[config.mk]
export PLATFORM = sky130hd
export DESIGN_NAME = pgbuf_commit
export DESIGN_NICKNAME = d
export VERILOG_FILES = /design/src/rtl/pgw_pkg.sv /design/src/rtl/pgw_slot_buf.sv /design/src/rtl/pgw_slot_scan.sv /design/src/rtl/pgw_cycle_timer.sv /design/src/rtl/pgbuf_commit.sv
export SDC_FILE = /design/constraint.sdc
export NUM_CORES = 1
export LEC_CHECK = 0
export ABC_AREA = 1
export BUFFER_PORTS_ARGS = -buffer_cell sky130_fd_sc_hd__buf_2
export CAP_MARGIN = 20
export CORE_MARGIN = 2
export CORE_UTILIZATION = 50
export DETAILED_ROUTE_END_ITERATION = 6
export HOLD_SLACK_MARGIN = 0.06
export PLACE_DENSITY = 0.64
export SLEW_MARGIN = 5
export SYNTH_ARGS = -nofsm -noshare
export SYNTH_HDL_FRONTEND = slang
export SYNTH_SLANG_ARGS = --single-unit
export TNS_END_PERCENT = 100
[constraint.sdc]
create_clock -name clk -period 4.7 [get_ports clk]
set_input_delay 0.235 -clock clk [delete_from_list [all_inputs] [get_ports clk]]
set_output_delay 0.235 -clock clk [all_outputs]
set_load 0.02 [all_outputs]
[src/rtl/pgw_pkg.sv]
package pgw_pkg;
    typedef enum logic [1:0] {
        ST_IDLE   = 2'd0,
        ST_FILL   = 2'd1,
        ST_COMMIT = 2'd2,
        ST_HOLD   = 2'd3
    } pgw_state_e;
endpackage

[src/rtl/pgw_slot_buf.sv]
module pgw_slot_buf #(
    parameter int DATA_W    = 8,
    parameter int SLOT_BITS = 4,
    localparam int SLOTS    = 1 << SLOT_BITS
) (
    input  logic                 clk,
    input  logic                 rst_n,
    input  logic                 clr,
    input  logic                 wr_en,
    input  logic [SLOT_BITS-1:0] wr_slot,
    input  logic [DATA_W-1:0]    wr_data,
    input  logic                 drop_en,
    input  logic [SLOT_BITS-1:0] drop_slot,
    input  logic [SLOT_BITS-1:0] rd_slot,
    output logic [DATA_W-1:0]    rd_data,
    output logic [SLOTS-1:0]     mask
);
    logic [DATA_W-1:0] byte_q [SLOTS];
    logic [SLOTS-1:0]  mask_q;

    always_ff @(posedge clk) begin
        if (wr_en) byte_q[wr_slot] <= wr_data;
    end

    always_ff @(posedge clk or negedge rst_n) begin
        if (!rst_n) begin
            mask_q <= '0;
        end else if (clr) begin
            mask_q <= '0;
        end else begin
            if (wr_en)   mask_q[wr_slot]   <= 1'b1;
            if (drop_en) mask_q[drop_slot] <= 1'b0;
        end
    end

    assign rd_data = byte_q[rd_slot];
    assign mask    = mask_q;
endmodule

[src/rtl/pgw_slot_scan.sv]
module pgw_slot_scan #(
    parameter int SLOT_BITS = 4,
    localparam int SLOTS    = 1 << SLOT_BITS
) (
    input  logic [SLOTS-1:0]     mask,
    output logic [SLOT_BITS-1:0] low_slot,
    output logic                 any,
    output logic                 last
);
    always_comb begin
        low_slot = '0;
        for (int i = SLOTS - 1; i >= 0; i--) begin
            if (mask[i]) low_slot = i[SLOT_BITS-1:0];
        end
    end

    assign any  = |mask;
    assign last = any && ((mask & (mask - 1'b1)) == '0);
endmodule

[src/rtl/pgw_cycle_timer.sv]
module pgw_cycle_timer #(
    parameter int CYCLE_CLKS = 2_000_000,
    localparam int CNT_W     = $clog2(CYCLE_CLKS + 1)
) (
    input  logic clk,
    input  logic rst_n,
    input  logic load,
    input  logic run,
    output logic done
);
    logic [CNT_W-1:0] cnt_q;

    always_ff @(posedge clk or negedge rst_n) begin
        if (!rst_n)                      cnt_q <= '0;
        else if (load)                   cnt_q <= CNT_W'(CYCLE_CLKS - 1);
        else if (run && cnt_q != '0)     cnt_q <= cnt_q - 1'b1;
    end

    assign done = (cnt_q == '0);
endmodule

[src/rtl/pgbuf_commit.sv]
module pgbuf_commit #(
    parameter int ADDR_W     = 10,
    parameter int DATA_W     = 8,
    parameter int SLOT_BITS  = 4,
    parameter int CYCLE_CLKS = 2_000_000
) (
    input  logic              clk,
    input  logic              rst_n,
    input  logic              txn_load,
    input  logic [ADDR_W-1:0] txn_addr,
    input  logic              wr_stb,
    input  logic [DATA_W-1:0] wr_data,
    input  logic              stop_stb,
    output logic              busy,
    output logic              mem_we,
    output logic [ADDR_W-1:0] mem_addr,
    output logic [DATA_W-1:0] mem_wdata,
    output logic [ADDR_W-1:0] addr_ptr
);
    import pgw_pkg::*;

    localparam int SLOTS = 1 << SLOT_BITS;

    pgw_state_e           state_q, state_d;
    logic [ADDR_W-1:0]    ptr_q;
    logic [SLOTS-1:0]     mask;
    logic [SLOT_BITS-1:0] low_slot;
    logic                 any_slot, last_slot;
    logic                 tmr_done;
    logic                 accept_load, accept_byte, start_cycle;
    logic [DATA_W-1:0]    rd_data;

    pgw_slot_buf #(.DATA_W(DATA_W), .SLOT_BITS(SLOT_BITS)) u_buf (
        .clk      (clk),
        .rst_n    (rst_n),
        .clr      (accept_load),
        .wr_en    (accept_byte),
        .wr_slot  (ptr_q[SLOT_BITS-1:0]),
        .wr_data  (wr_data),
        .drop_en  (mem_we),
        .drop_slot(low_slot),
        .rd_slot  (low_slot),
        .rd_data  (rd_data),
        .mask     (mask)
    );

    pgw_slot_scan #(.SLOT_BITS(SLOT_BITS)) u_scan (
        .mask    (mask),
        .low_slot(low_slot),
        .any     (any_slot),
        .last    (last_slot)
    );

    pgw_cycle_timer #(.CYCLE_CLKS(CYCLE_CLKS)) u_tmr (
        .clk  (clk),
        .rst_n(rst_n),
        .load (start_cycle),
        .run  (busy),
        .done (tmr_done)
    );

    // state register
    always_ff @(posedge clk or negedge rst_n) begin
        if (!rst_n) state_q <= ST_IDLE;
        else        state_q <= state_d;
    end

    // next-state logic
    always_comb begin
        state_d = state_q;
        unique case (state_q)
            ST_IDLE:   if (txn_load) state_d = ST_FILL;
            ST_FILL: begin
                if (txn_load)      state_d = ST_FILL;
                else if (stop_stb) state_d = any_slot ? ST_COMMIT : ST_IDLE;
            end
            ST_COMMIT: if (last_slot) state_d = ST_HOLD;
            ST_HOLD:   if (tmr_done)  state_d = ST_IDLE;
            default:   state_d = ST_IDLE;
        endcase
    end

    // outputs and strobe qualification
    always_comb begin
        busy        = 1'b0;
        mem_we      = 1'b0;
        accept_load = 1'b0;
        accept_byte = 1'b0;
        start_cycle = 1'b0;
        unique case (state_q)
            ST_IDLE:   accept_load = txn_load;
            ST_FILL: begin
                accept_load = txn_load;
                accept_byte = wr_stb && !txn_load;
                start_cycle = stop_stb && !txn_load && any_slot;
            end
            ST_COMMIT: begin
                busy   = 1'b1;
                mem_we = any_slot;
            end
            ST_HOLD:   busy = 1'b1;
            default:   busy = 1'b0;
        endcase
    end

    // shared address counter: page bits fixed, slot bits wrap
    always_ff @(posedge clk or negedge rst_n) begin
        if (!rst_n) begin
            ptr_q <= '0;
        end else if (accept_load) begin
            ptr_q <= txn_addr;
        end else if (accept_byte) begin
            ptr_q[SLOT_BITS-1:0] <= ptr_q[SLOT_BITS-1:0] + 1'b1;
        end
    end

    assign mem_addr  = {ptr_q[ADDR_W-1:SLOT_BITS], low_slot};
    assign mem_wdata = rd_data;
    assign addr_ptr  = ptr_q;
endmodule

==> Word level (Yosys, flattened, before mapping) <==
Memories as Yosys holds them, arrays and structs flattened.
Index checks and enable logic that the tools add are counted.
{ "op_classes": {"bitwise": 4, "reduce_logical": 18, "eq_ne": 7, "n_mux": 42, "n_lt_le_gt_ge": 4, "addsub": 3} }
{ "op_table": {"columns": ["op", "n"], "rows": [
  ["$mux W4", 18],
  ["$mux W16", 4],
  ["$mux W21", 2],
  ["$and A16 B16 Y16", 2],
  ["$logic_not A21 Y1", 1],
  ["$reduce_bool A21 Y1", 1],
  ["$sub A21 B1 Y21 const B", 1],
  ["$logic_not A16 Y1", 1],
  ["$not A16 Y16", 1],
  ["$or A16 B16 Y16", 1],
  ["$reduce_or A16 Y1", 1],
  ["$sub A16 B1 Y16 const B", 1],
  ["$mux W2", 6],
  ["$lt A4 B5 Y1 const B", 2],
  ["$mux W1", 9],
  ["$demux W1 S4", 2],
  ["$ge A4 B1 Y1 const B", 2],
  ["$pmux W2 S4", 1],
  ["$logic_and A1 B1 Y1", 7],
  ["$ne A2 B2 Y1 const B", 3],
  ["$add A4 B1 Y4 const B", 1],
  ["$eq A2 B2 Y1 const B", 2],
  ["$reduce_and A4 Y1", 1],
  ["$reduce_bool A2 Y1", 2],
  ["5 further kinds", 6]
]} }
{ "word_totals": {"n_memories": 1, "input_bits": 23, "mem_bits_rw": 128, "elab_cells": 84, "register_bits": 49} }
{ "memory_table": {"columns": ["name", "depth", "word_bits", "read_ports", "rd_clocked_by_memory_dff", "wr", "line", "text"], "rows": [
  ["u_buf.byte_q", 16, 8, 1, 0, 1, "pgw_slot_buf.sv:18", "logic [DATA_W-1:0] byte_q [SLOTS];"]
]} }

==> Longest topological paths before layout <==
{ "depth": {"ltp_word": 24, "mapped_depth": 22} }

==> Modules after synthesis <==
A second synthesis with hierarchy kept.
{ "hier_totals": {"hier_cells": 1046, "area_unflattened_um2": 8949.8} }
{ "modules_own_cells": {"columns": ["mod", "n_inst", "area_per_inst_um2", "cells_each"], "rows": [
  ["pgw_slot_buf", 1, 6352.3, 638],
  ["pgw_cycle_timer", 1, 1559.0, 241],
  ["pgbuf_commit", 1, 694.4, 96],
  ["pgw_slot_scan", 1, 344.1, 71]
]} }

==> Worst setup path before layout <==
OpenSTA, ideal clock, no wires.
{ "synth_path": {"path_kind": "reg-to-output", "from": "reg u_buf.mask_q[2], in the netlist u_buf.mask[2]", "to": "out mem_wdata[0]", "arrival_time_ns": 1.913, "path_buffers": 0, "stages_incl_launch_ff": 12, "t_required_ns": 4.465, "path_slack_ns": 2.552, "cell_sequence": "dfrtp_1 > inv_2 > nand4_2 > nor2_1 > inv_1 > a21oi_2 > inv_1 > nor2_1 > nand2_1 > nand2_1 > inv_1 > nand2_1"} }
{ "synth_between": {"elab_chain_cells": 4} }
{ "synth_lines": {"columns": ["item", "line", "text"], "rows": [
  ["from (decl)", "pgw_slot_buf.sv:19", "logic [SLOTS-1:0] mask_q;"],
  ["from (signal assigned)", "pgw_slot_buf.sv:27", "mask_q <= '0;"],
  ["from (signal assigned)", "pgw_slot_buf.sv:29", "mask_q <= '0;"],
  ["from (signal, indexed assignment)", "pgw_slot_buf.sv:31", "if (wr_en) mask_q[wr_slot] <= 1'b1;"],
  ["$mux W4 (3 in series)", "pgw_slot_scan.sv:13", "if (mask[i]) low_slot = i[SLOT_BITS-1:0];"],
  ["named net mem_addr[3]", "pgbuf_commit.sv:16", "output logic [ADDR_W-1:0] mem_addr,"],
  ["$mem_v2 Z16 W8", null, null],
  ["to (decl)", "pgbuf_commit.sv:17", "output logic [DATA_W-1:0] mem_wdata,"]
]} }
The timed path passes the listed nets, and every way through them passes these cells.

==> Worst setup path in the final report <==
{ "layout_path": {"from": "reg u_buf.mask_q[0], in the netlist u_buf.mask[0]", "to": "out mem_wdata[5]"} }
{ "layout_between": {"elab_chain_cells": 2} }
{ "layout_lines": {"columns": ["item", "line"], "rows": [
  ["$mux W4", "pgw_slot_scan.sv:13"],
  ["$mem_v2 Z16 W8", null]
]} }
No other way between the ends.

==> summary.txt <==
Timing
  • Clock period minus worst slack: 3.49 ns
  • Setup-failing EPs final: 0
  • RSZ-0062 raised after global routing: false
  • Max Fclk: 287 MHz
  • Relative slew margins: 23.4%
  • Worst-Margin Slew: 1.15 ns
  • Final Cycle Share: 74.2%
  • Hold Slack: 0.127 ns
  • Final setup margin: 1.21 ns
  • Fin. max-slew vios: 0
  • Post-route setup TNS: 0 ns
  • Skew final: 0.00906 ns
  • Final hold vios: 0

GRT
  • Total track usage: 24.2%
  • Vias in the first global route: 5932
  • Initial antenna violation count: 0
  • First-pass GRT wire length: 32800 um
  • Largest net degree at the start of global routing: 68
  • Gr ovfl total: 0

Layout
  • Leading cell type in the layout, fill and taps excluded: nand2_1
  • Fin nets: 966
  • Final instance area: 9520 um2
  • Layout cells sized above 1: 12.3%
  • Non-Filler Instances: 1171
  • # fillers: 1449
  • Final Util: 57.6%
  • Antenna diode count: 0
  • Area occupied by multi-input gates: 2650 um2
  • FF/Latch Area: 5070 um2
  • Area growth syn-to-layout: 12.7%
  • Commonest non-fill, non-tap cells in the layout: nand2_1 (181), edfxtp_1 (128), inv_1 (121)

Floorplanning
  • Die footprint: 18000 um2
  • Core Region: 16500 um2
  • Placement row count: 47
  • Initial Util: 51.1%
  • Die H: 134 um
  • Ports: 53
  • Die width: 134 um

Synthesis
  • Yosys reg bits: 177
  • Ys async rst share: 27.7%
  • Syn Area/Cell: 9.51 um2
  • Synth Flop Type: edfxtp_1
  • Yosys warning count: 0
  • Count of cell types in the netlist: 36
  • Cells after Synth: 889
  • Post-synth EDFFs: 128
  • Synth Cell Area: 8450 um2
  • Register area share after synthesis: 60.0%
  • Net Count, Synth: 917

Place
  • Placement Cell Area: 8820 um2
  • Placed instance count: 1127
  • IO buf count: 52
  • HPWL Detailed: 13700 um
  • Placer Congestion: 0.893
  • Pre-CTS WS: 1.69 ns

Setup path
  • Worst EP required: 4.47 ns
  • CP Class: flip-flop to output pin
  • Startpoint types: flip-flop
  • Worst-path fanout max: 36
  • Worst Setup End Kind: output pin
  • Worst EP arrival: 3.25 ns
  • Critical path buffer and inverter count: 6
  • Family with the most delay on the worst path: simple AND/OR/NAND/NOR gates
  • Critical path's slowest cell: nor2_1
  • Slowest stage delay, CP: 0.61 ns
  • Critical path, cell by cell: inv_2 -> buf_4 -> nand4_2 -> nor2_1 -> inv_1 -> a21oi_2 -> inv_1 -> nor2_1 -> nand2_1 -> nand2_1 -> inv_1 -> nand2_1 -> buf_2

Pwr
  • PD cells: 549 nW/um2
  • Lkg Pwr: 4.09 nW
  • Maximum vdd drop: 0.384 mV
  • Tot Pwr: 5.23 mW

Detailed routing
  • Remaining DRCs: 0
  • Count of TritonRoute iterations in the first routing pass: 5
  • Drt initial violations: 631
  • WL/cell: 17.7 um
  • Post-DRT Antenna Nets: 0
  • Vias/cell: 5.50
  • Final WL: 20700 um
  • DR vias: 6438

Clock network
  • CTS root buffer: clkbuf_16
  • Post-CTS Repair Setup Buffers: 0
  • CTS tree: built
  • Clock tree buffer depth: 2
  • Clock-pin slew on the worst setup and hold paths: 0.07 ns
  • Later-pin clock latency in the skew report: 0.43 ns
  • # clock sinks: 177
  • Num CTS Buffers: 17
  • H-tree depth: 4

Min path
  • Worst Hold Class: primary input to flip-flop

Status
  • Outcome: finished, final reports clean

Job
  • Max cap viols: 0
## synth_stat cells (4+ instances only)
cell type / instances / share of area, %
inv_2: 6 / 0.27
a21oi_1: 17 / 1.0
dfrtp_1: 49 / 15
buf_2: 16 / 0.95
o21ai_1: 4 / 0.24
nand3_1: 111 / 6.6
inv_1: 122 / 5.4
clkbuf_1: 12 / 0.53
o21ai_0: 20 / 1.2
nor3_1: 11 / 0.65
o211ai_1: 17 / 1.5
nand4_1: 69 / 5.1
nand2_1: 181 / 8.0
ha_1: 5 / 0.74
nor2_1: 73 / 3.2
buf_4: 13 / 1.2
nor2_2: 5 / 0.37
edfxtp_1: 128 / 45
## layer usage
metal  track usage (%)  part of all wire (%)
met1              35.1                    44
met2              36.5                    46
met3              5.44                   8.4
met4              7.98                   1.5
met5                 0                     0
## tightest hold or removal path, stage by stage
cell     delay [ns]
buf_2          0.08
o22ai_1        0.08
a21oi_1        0.11
## final timing paths
path                                                  start                     endpoint  slack [ns]  cells after the start
max in group asynchronous                             rst_n   u_tmr.cnt_q[6]$_DFFE_PN0P_        3.82                      3
worst max-delay path                u_buf.mask[0]$_DFF_PN0_                 mem_wdata[5]        1.21                     13
worst min-delay path                            txn_addr[0]      addr_ptr[0]$_DFFE_PN0P_        0.13                      3
worst max register to register     u_buf.mask[13]$_DFF_PN0_      u_buf.mask[8]$_DFF_PN0_        1.74                     21
min in group asynchronous                             rst_n       state_q[0]$_DFFE_PN0P_        0.45                      3
worst min register to register  u_tmr.cnt_q[19]$_DFFE_PN0P_  u_tmr.cnt_q[19]$_DFFE_PN0P_        0.48                      1
## repair_timing
item                                   4_1_cts  5_1_grt
gates resized for setup                      0        0
endpoints found under the hold margin       56        0
hold buffers                                 8        0
## registers in the layout, summed over array words and instances, names as in the netlist, named ones only
| signal | flops |
|---|---|
| u_buf.mask | 16 |
| state_q | 1 |
| u_buf.byte_q | 128 |
| u_tmr.cnt_q | 21 |
| addr_ptr | 10 |
## layout make-up
cell class	instances	area share, %
Clock inverter	13	1.68
Tap cell	220	2.89
Timing Repair Buffer	74	4.76
Multi-Input combinational cell	540	27.8
Clock buffer	19	4.55
Inverter	128	5.05
Sequential cell	177	53.2
## cell families (layout without fill, tap and decap cells)
kind of cell	count (synthesis)	count (layout)	share of synthesized area [%]
DFF	177	177	60.0
buffers and inverters	172	234	8.72
xor gates and xnor gates	1	1	0.104
AOI/OAI and AO/OA	69	69	4.95
adders and majority gates	5	5	0.740
and+or+nand+nor	465	465	25.5
## report_power, final
group / switching [mW] / total (mW) / internal (mW)
clock network: 0.589 / 1.43 / 0.836
logic: 1.35 / 1.88 / 0.540
registers: 0.104 / 1.92 / 1.81
total: 2.04 / 5.23 / 3.19
Power figures use the tool's default switching activity.
